--- config.mk ---
export PLATFORM = sky130hd
export DESIGN_NAME = branch_unit
export DESIGN_NICKNAME = d
export VERILOG_FILES = /design/src/rtl/bru_pkg.sv /design/src/rtl/bru_decode.sv /design/src/rtl/bru_target.sv /design/src/rtl/bru_delay.sv /design/src/rtl/branch_unit.sv
export SDC_FILE = /design/constraint.sdc
export NUM_CORES = 1
export LEC_CHECK = 0
export BUFFER_PORTS_ARGS = -buffer_cell sky130_fd_sc_hd__clkbuf_2
export CAP_MARGIN = 20
export CORE_MARGIN = 3
export CORE_UTILIZATION = 43
export DETAILED_ROUTE_END_ITERATION = 10
export HOLD_SLACK_MARGIN = 0.05
export PLACE_DENSITY = 0.76
export SKIP_CTS_REPAIR_TIMING = 1
export SLEW_MARGIN = 20
export SYNTH_ARGS = -nofsm -noshare
export SYNTH_HDL_FRONTEND = slang
export SYNTH_SLANG_ARGS = --single-unit
--- constraint.sdc ---
create_clock -name clk_i -period 2.7 [get_ports clk_i]
set_input_delay 0.27 -clock clk_i [delete_from_list [all_inputs] [get_ports clk_i]]
set_output_delay 0.27 -clock clk_i [all_outputs]
set_load 0.01 [all_outputs]
--- src/rtl/bru_pkg.sv ---
package bru_pkg;
  typedef enum logic [2:0] {
    BRU_NONE = 3'd0,
    BRU_BF   = 3'd1,
    BRU_BNF  = 3'd2,
    BRU_J    = 3'd3,
    BRU_JAL  = 3'd4,
    BRU_JR   = 3'd5,
    BRU_JALR = 3'd6,
    BRU_RFE  = 3'd7
  } bru_kind_e;

  typedef struct packed {
    logic taken;
    logic use_reg;
    logic link;
    logic rfe;
  } bru_ctl_t;
endpackage

--- src/rtl/bru_decode.sv ---
module bru_decode
  import bru_pkg::*;
(
  input  logic [2:0] kind_i,
  input  logic       flag_i,
  output bru_ctl_t   ctl_o
);
  bru_kind_e kind;
  assign kind = bru_kind_e'(kind_i);

  always_comb begin
    ctl_o = '0;
    unique case (kind)
      BRU_BF:   ctl_o.taken = flag_i;
      BRU_BNF:  ctl_o.taken = ~flag_i;
      BRU_J:    ctl_o.taken = 1'b1;
      BRU_JAL:  begin ctl_o.taken = 1'b1; ctl_o.link = 1'b1; end
      BRU_JR:   begin ctl_o.taken = 1'b1; ctl_o.use_reg = 1'b1; end
      BRU_JALR: begin ctl_o.taken = 1'b1; ctl_o.use_reg = 1'b1; ctl_o.link = 1'b1; end
      BRU_RFE:  ctl_o.rfe = 1'b1;
      default:  ctl_o = '0;
    endcase
  end
endmodule

--- src/rtl/bru_target.sv ---
module bru_target #(
  parameter int unsigned XLEN  = 32,
  parameter int unsigned OFF_W = 26,
  parameter int unsigned ISTEP = 4
) (
  input  logic [XLEN-1:0]  pc_i,
  input  logic [OFF_W-1:0] offset_i,
  output logic [XLEN-1:0]  rel_tgt_o,
  output logic [XLEN-1:0]  seq_pc_o,
  output logic [XLEN-1:0]  link_pc_o
);
  localparam int unsigned SHIFT = $clog2(ISTEP);
  localparam int unsigned EXT_W = XLEN - OFF_W;

  logic [XLEN-1:0] off_sx;

  generate
    if (EXT_W > 0) begin : g_ext
      assign off_sx = {{EXT_W{offset_i[OFF_W-1]}}, offset_i};
    end else begin : g_trunc
      assign off_sx = offset_i[XLEN-1:0];
    end
  endgenerate

  assign rel_tgt_o = pc_i + (off_sx << SHIFT);
  assign seq_pc_o  = pc_i + XLEN'(ISTEP);
  assign link_pc_o = pc_i + XLEN'(2 * ISTEP);
endmodule

--- src/rtl/bru_delay.sv ---
module bru_delay #(
  parameter int unsigned XLEN = 32
) (
  input  logic            clk_i,
  input  logic            rst_ni,
  input  logic            adv_i,
  input  logic            load_i,
  input  logic [XLEN-1:0] tgt_i,
  output logic            pend_o,
  output logic [XLEN-1:0] tgt_o
);
  always_ff @(posedge clk_i or negedge rst_ni) begin
    if (!rst_ni) begin
      pend_o <= 1'b0;
      tgt_o  <= '0;
    end else if (adv_i) begin
      if (pend_o) begin
        pend_o <= 1'b0;   // delay slot retired, redirect consumed
      end else if (load_i) begin
        pend_o <= 1'b1;
        tgt_o  <= tgt_i;
      end
    end
  end
endmodule

--- src/rtl/branch_unit.sv ---
module branch_unit
  import bru_pkg::*;
#(
  parameter int unsigned XLEN     = 32,
  parameter int unsigned OFF_W    = 26,
  parameter int unsigned SR_W     = 16,
  parameter int unsigned REG_W    = 5,
  parameter int unsigned LINK_IDX = 9,
  parameter int unsigned ISTEP    = 4
) (
  input  logic              clk_i,
  input  logic              rst_ni,
  input  logic              valid_i,
  input  logic [XLEN-1:0]   pc_i,
  input  logic [2:0]        br_kind_i,
  input  logic [OFF_W-1:0]  offset_i,
  input  logic [XLEN-1:0]   reg_target_i,
  input  logic              flag_i,
  input  logic [XLEN-1:0]   epc_i,
  input  logic [SR_W-1:0]   esr_i,
  output logic [XLEN-1:0]   next_pc_o,
  output logic              pending_o,
  output logic [XLEN-1:0]   pending_target_o,
  output logic              link_we_o,
  output logic [REG_W-1:0]  link_idx_o,
  output logic [XLEN-1:0]   link_data_o,
  output logic              sr_restore_o,
  output logic [SR_W-1:0]   sr_value_o
);
  bru_ctl_t        ctl;
  logic [XLEN-1:0] rel_tgt, seq_pc, link_pc, new_tgt;
  logic            in_slot, act;

  bru_decode u_dec (
    .kind_i (br_kind_i),
    .flag_i (flag_i),
    .ctl_o  (ctl)
  );

  bru_target #(.XLEN(XLEN), .OFF_W(OFF_W), .ISTEP(ISTEP)) u_tgt (
    .pc_i      (pc_i),
    .offset_i  (offset_i),
    .rel_tgt_o (rel_tgt),
    .seq_pc_o  (seq_pc),
    .link_pc_o (link_pc)
  );

  assign new_tgt = ctl.use_reg ? reg_target_i : rel_tgt;

  bru_delay #(.XLEN(XLEN)) u_dly (
    .clk_i  (clk_i),
    .rst_ni (rst_ni),
    .adv_i  (valid_i),
    .load_i (ctl.taken),
    .tgt_i  (new_tgt),
    .pend_o (pending_o),
    .tgt_o  (pending_target_o)
  );

  assign in_slot = pending_o;
  assign act     = valid_i & ~in_slot;

  always_comb begin
    if (in_slot)      next_pc_o = pending_target_o;
    else if (ctl.rfe) next_pc_o = epc_i;
    else              next_pc_o = seq_pc;
  end

  assign link_we_o    = act & ctl.link;
  assign link_idx_o   = REG_W'(LINK_IDX);
  assign link_data_o  = link_pc;
  assign sr_restore_o = act & ctl.rfe;
  assign sr_value_o   = esr_i;
endmodule

* Yosys cells after proc, flatten, opt, wreduce, memory -nomap -nowiden
Index checks and enable logic that the tools add are counted.
** Storage, ports and cells
- Output and inout bits :: 120
- Register bits :: 33
- Word-level logic and storage cells :: 30
** Operators by class
- Multiplexer cells :: 9
- Eq/ne operators :: 7
- Reductions and logical operators :: 4
- $add $sub $neg :: 3
- Bitwise operators :: 5
** Operator list (count)
- two-way mux 32 bit :: 3
- adder 32 x 3 -> 32 bit, second input constant :: 1
- adder 32 bit :: 1
- adder 32 x 4 -> 32 bit, second input constant :: 1
- == test 3 bit, second input constant :: 4
- == test 3 x 2 -> 1 bit, second input constant :: 2
- two-way mux 1 bit :: 5
- OR reduction 2 bit :: 2
- OR reduction 4 bit :: 1
- bitwise AND 1 bit :: 3
- == test 3 x 1 -> 1 bit, second input constant :: 1
- case mux 1 bit (3 select lines) :: 1
- AND reduction 3 bit :: 1
- inverter 1 bit :: 2

* Longest topological paths before layout
- Depth after elaboration :: 5
- Depth in mapped cells :: 10
- Mapped depth without buffers :: 10

* Cells and area by module
From an unflattened synthesis, not the netlist that was laid out.
** Second synthesis, totals
- Cell total of the unflattened synthesis :: 650
- Area total of the unflattened synthesis :: 5584.1 µm²
** Modules (own cells, without submodules)
- bru_target :: instances 1, area an instance 2748.9 µm², cells an instance 404
- branch_unit :: instances 1, area an instance 1431.4 µm², cells an instance 168
- bru_delay :: instances 1, area an instance 1357.6 µm², cells an instance 71
- bru_decode :: instances 1, area an instance 46.3 µm², cells an instance 7

* Least setup slack after synthesis
OpenSTA, ideal clock, no wires.
- Path type :: input to register
- Start point :: in pc_i[2]
- End point :: reg u_dly.tgt_o[28]
- Setup slack :: 0.114 ns
- Setup time :: 0.127 ns
- Cell stages on the path :: 10
- Path buffers :: 0
- Arrival time :: 2.458 ns
- Cell sequence :: ha_1 fa_1 a21oi_1 o211ai_2 a221o_1 and3_4 a311oi_4 o31ai_1 mux2i_1 nand3_1
** Between the ends
- Cells in the longest elaborated chain, start to end :: 2
** RTL lines
- start, declared :: RTL line branch_unit.sv:14 : input logic [XLEN-1:0] pc_i,
- adder 32 bit :: RTL line bru_target.sv:25 : assign rel_tgt_o = pc_i + (off_sx << SHIFT);
- two-way mux 32 bit :: RTL line branch_unit.sv:48 : assign new_tgt = ctl.use_reg ? reg_target_i : rel_tgt;
- end signal, assigned :: RTL line bru_delay.sv:21 : tgt_o <= tgt_i;
- end, declared :: RTL line bru_delay.sv:10 : output logic [XLEN-1:0] tgt_o
No other way between the ends.
A chain may end at the register's enable or synchronous reset.

* Worst setup path in the final report
Ends and elaborated chain as after synthesis.

==> flow_summary.rst <==
.. list-table::
   :header-rows: 1

   * - Metric
     - Value
   * - Count of warnings emitted by yosys
     - 0
   * - Post-synthesis sequential element count
     - 33
   * - Initial antenna violation count
     - 1
   * - Worst R2R Path Depth
     - 6
   * - Combinational share of power
     - 0.539
   * - Number of global-route vias before repair
     - 5408
   * - Multiplexer area fraction after synthesis
     - 0.0249
   * - Type of the worst setup path
     - in -> reg
   * - Number of hold-slack violations in the final timing report
     - 0
   * - Deepest level of the CTS H-tree
     - 2
   * - Final setup violation count
     - 0
   * - Adder-cell share of the synthesized area
     - 0.0837
   * - Final net count
     - 1110
   * - Post-synth EDFFs
     - 0
   * - Cell internal pwr
     - 1.68 mW
   * - Area of the core region
     - 10900 um2
   * - Result of the run
     - finished clean
   * - Utilization after layout
     - 0.579
   * - Worst Hold Class
     - in -> async
   * - CP endpoint kind
     - register
   * - Initial core utilization
     - 0.446
   * - Remaining routing DRC violations
     - 0
   * - Via count
     - 5975
   * - Wire length of the first global-routing pass
     - 28700 um
   * - Skew-Pair Late Insertion Delay
     - 0.28 ns
   * - Area growth, synth to finish
     - 29.9%
   * - Clock tree root driver cell
     - clkbuf_16
   * - Fraction of the yosys area taken by sequential cells
     - 0.169
   * - # placed instances
     - 1066
   * - Xor/xnor cell area share of the yosys netlist
     - 0.133
   * - Cells along the critical path
     - clkbuf_2, ha_1, fa_1, a21oi_1, o211ai_2, a221o_1, and3_4, a311oi_4, o31ai_1, mux2i_1, nand3_1
   * - Count of clock tree sinks
     - 33
   * - Row Count
     - 38
   * - Cell area after synthesis
     - 4870 um2
   * - RSZ-0062 raised after global routing
     - false
   * - Cell Count, Final, Fillers Out
     - 1073
   * - Crit path arrival time
     - 2.77 ns
   * - Placed Instance Area
     - 6160 um2
   * - Die height
     - 112 um
   * - Pwr per Cell Area
     - 466 nW/um2
   * - Max-cap check violation count
     - 0
   * - Startpoint of the worst-slack reg-to-reg timing path
     - u_dly.pend_o$_DFFE_PN0P_
   * - Minimum period implied by the final worst setup slack
     - 2.61 ns
   * - Hpwl dp
     - 15200 um
   * - Upper clock frequency limit
     - 0.383 GHz
   * - Setup WS post-layout
     - 0.0874 ns
   * - Antenna fix cells
     - 0
   * - Final Cycle Share
     - 0.968
   * - Total congestion overflow after global routing
     - 0
   * - Beginning of the critical path
     - pc_i[2]
   * - Die width
     - 112 um
   * - Post-synth ARST share
     - 1.00
   * - Overall routed net length
     - 18500 um
   * - Tightest Pin Transition
     - 0.870 ns
   * - Top Ports
     - 265
   * - Drt first-iter violations
     - 668
   * - Clock tree from TritonCTS
     - built
   * - Fraction of the mapped netlist area in compound gates
     - 0.233
   * - Number of buffers on the longest clock path
     - 2
   * - Share of synthesized cell area in and, or, nand and nor gates
     - 0.277
   * - Final estimated routing congestion in global placement
     - 0.980
   * - Sequential power share
     - 0.272
   * - Number of port buffers
     - 227
   * - Worst clock skew
     - 0.00390 ns
   * - Total Die Area
     - 12600 um2
   * - Fraction of layout instances using a drive strength above 1
     - 0.309
   * - Switching pwr
     - 1.27 mW
   * - Sw Ratio
     - 0.432
   * - Combinational family with the most area after synthesis
     - simple AND/OR/NAND/NOR gates
   * - Peak per-stage delay on the critical path
     - 0.40 ns
   * - Maximum number of pins on one net before global-route repair
     - 64
   * - Worst voltage drop across the vdd grid
     - 0.449 mV
   * - Normalized max-slew margin
     - 0.420
   * - Highest net fanout along the worst path
     - 4
   * - Worst Hold Slack
     - 0.100 ns
   * - Length of the first detailed-routing pass in iterations
     - 5
   * - Worst Path Required
     - 2.86 ns
   * - Count of nets left with antenna violations after detail routing
     - 0
   * - Via density per instance
     - 5.57
   * - Main flop type after synthesis
     - dfrtp_1
   * - Power share of the clock group
     - 0.189
   * - Final slew viol count
     - 0
   * - Global-route usage over all layers
     - 0.281
   * - Number of instances in the synthesized netlist
     - 723
   * - Wire length per cell
     - 17.2 um
   * - Fin area
     - 6330 um2
   * - Reported leakage power
     - 3.10 nW
   * - CP max-delay cell
     - fa_1
   * - Synth cell types
     - 52
   * - TritonCTS Buffers
     - 5
   * - Startpoint types
     - input port
   * - Setup slack after placement
     - -0.163 ns
   * - Mean area per synthesized cell
     - 6.74 um2
   * - Clock transition time at the flip-flop clock pins of the worst setup and hold paths
     - 0.05 ns
## layout by cell type (no fill, tap or decap), types with 2 or more instances in the layout
master / netlist / final
or3_1: 7 / 7
and2_1: 4 / 4
o21ai_1: 2 / 3
nor2b_1: 6 / 6
conb_1: 2 / 5
nand2_1: 111 / 111
nand4_1: 15 / 15
a21boi_0: 2 / 2
and4_1: 3 / 3
a21oi_1: 92 / 92
buf_4: 24 / 36
nor3_2: 0 / 2
o211ai_1: 4 / 4
a31oi_1: 8 / 8
xor2_1: 34 / 33
clkbuf_2: 1 / 227
nor3_1: 15 / 13
mux2i_1: 11 / 11
nor3b_1: 5 / 5
a21o_1: 10 / 10
nor2_1: 82 / 81
inv_1: 9 / 9
a211oi_1: 5 / 5
dfrtp_1: 33 / 32
nand3_1: 30 / 29
clkbuf_16: 0 / 5
xnor2_1: 40 / 40
a21oi_2: 2 / 2
ha_1: 31 / 30
and3_1: 13 / 12
o21ai_0: 56 / 55
o31ai_1: 5 / 5
o21bai_1: 3 / 3
## layout make-up
type                            count  area (um2)
Fill cell                        1128        4600
Multi-Input combinational cell    619        3710
Timing Repair Buffer              265        1440
Sequential cell                    33         827
Tap cell                          140         175
Clock buffer                        7         143
Inverter                            9        33.8
## logic make-up (layout without fill, tap and decap cells)
kind of cell    Yosys count  count (layout)
fa+ha+maj                32              32
other cells               2               5
mux                      12              12
buf+inv                  74             281
xor+xnor                 74              74
flops                    33              33
compound gates          198             198
simple gates            298             298
## power by group through the flow
stage	combinational (mW)	sequential, mW	clock [mW]
after floorplan	0.869	0.848	0
after global placement	1.55	0.804	0
after detailed placement	1.57	0.811	0
after CTS	1.58	0.803	0.564
after global routing	1.75	0.828	0.587
final	1.59	0.802	0.558
## critical path, delay by kind of cell
kind / cells / cell delay (ns)
AOI/OAI and AO/OA: 5 / 1.30
adders and majority gates: 2 / 0.63
buffers and inverters: 1 / 0.11
muxes: 1 / 0.17
and+or+nand+nor: 2 / 0.29
## cells in the mapped netlist (7+ instances only)
master	number	area [um2]
buf_4	24	180
nand4_1	15	93.8
clkbuf_1	27	101
nor2_1	82	308
a31oi_1	8	50.1
xor2_1	34	298
a21oi_1	92	460
nor3_1	15	75.1
or3_1	7	43.8
and3_1	13	81.3
o21ai_0	56	280
inv_1	9	33.8
mux2i_1	11	110
dfrtp_1	33	826
buf_2	7	35.0
nand3_1	30	150
ha_1	31	388
xnor2_1	40	350
a21o_1	10	75.1
nand2_1	111	417
## metal layers
layer | wire length, um | global-route usage | up-vias
met5 | 13 | 0 | -
met4 | 361 | 0.0705 | 2
met3 | 1390 | 0.0415 | 39
met2 | 8560 | 0.457 | 279
met1 | 8140 | 0.392 | 2738
li1 | - | - | 2917
## path summary, 6_finish.rpt
kind	endpoint	slack, ns
setup / recovery	u_dly.tgt_o[28]$_DFFE_PN0P_	0.09
hold / removal	u_dly.pend_o$_DFFE_PN0P_	0.10
setup reg to reg	u_dly.tgt_o[19]$_DFFE_PN0P_	0.82
hold reg to reg	u_dly.tgt_o[5]$_DFFE_PN0P_	0.51
max in group asynchronous	u_dly.pend_o$_DFFE_PN0P_	2.01
min in group clk_i	u_dly.pend_o$_DFFE_PN0P_	0.19
## metrics by stage
step | power (mW) | setup TNS [ns]
3_3_place_gp | 2.36 | -0.166
2_1_floorplan | 1.72 | 0
4_1_cts | 2.95 | 0
3_5_place_dp | 2.38 | -0.483
6_report | 2.95 | 0
5_1_grt | 3.17 | 0
## registers in the layout, summed over array words and instances (netlist names)
register	count
u_dly.tgt_o	32
u_dly.pend_o	1
No activity file was read; power rests on OpenSTA's default activity.
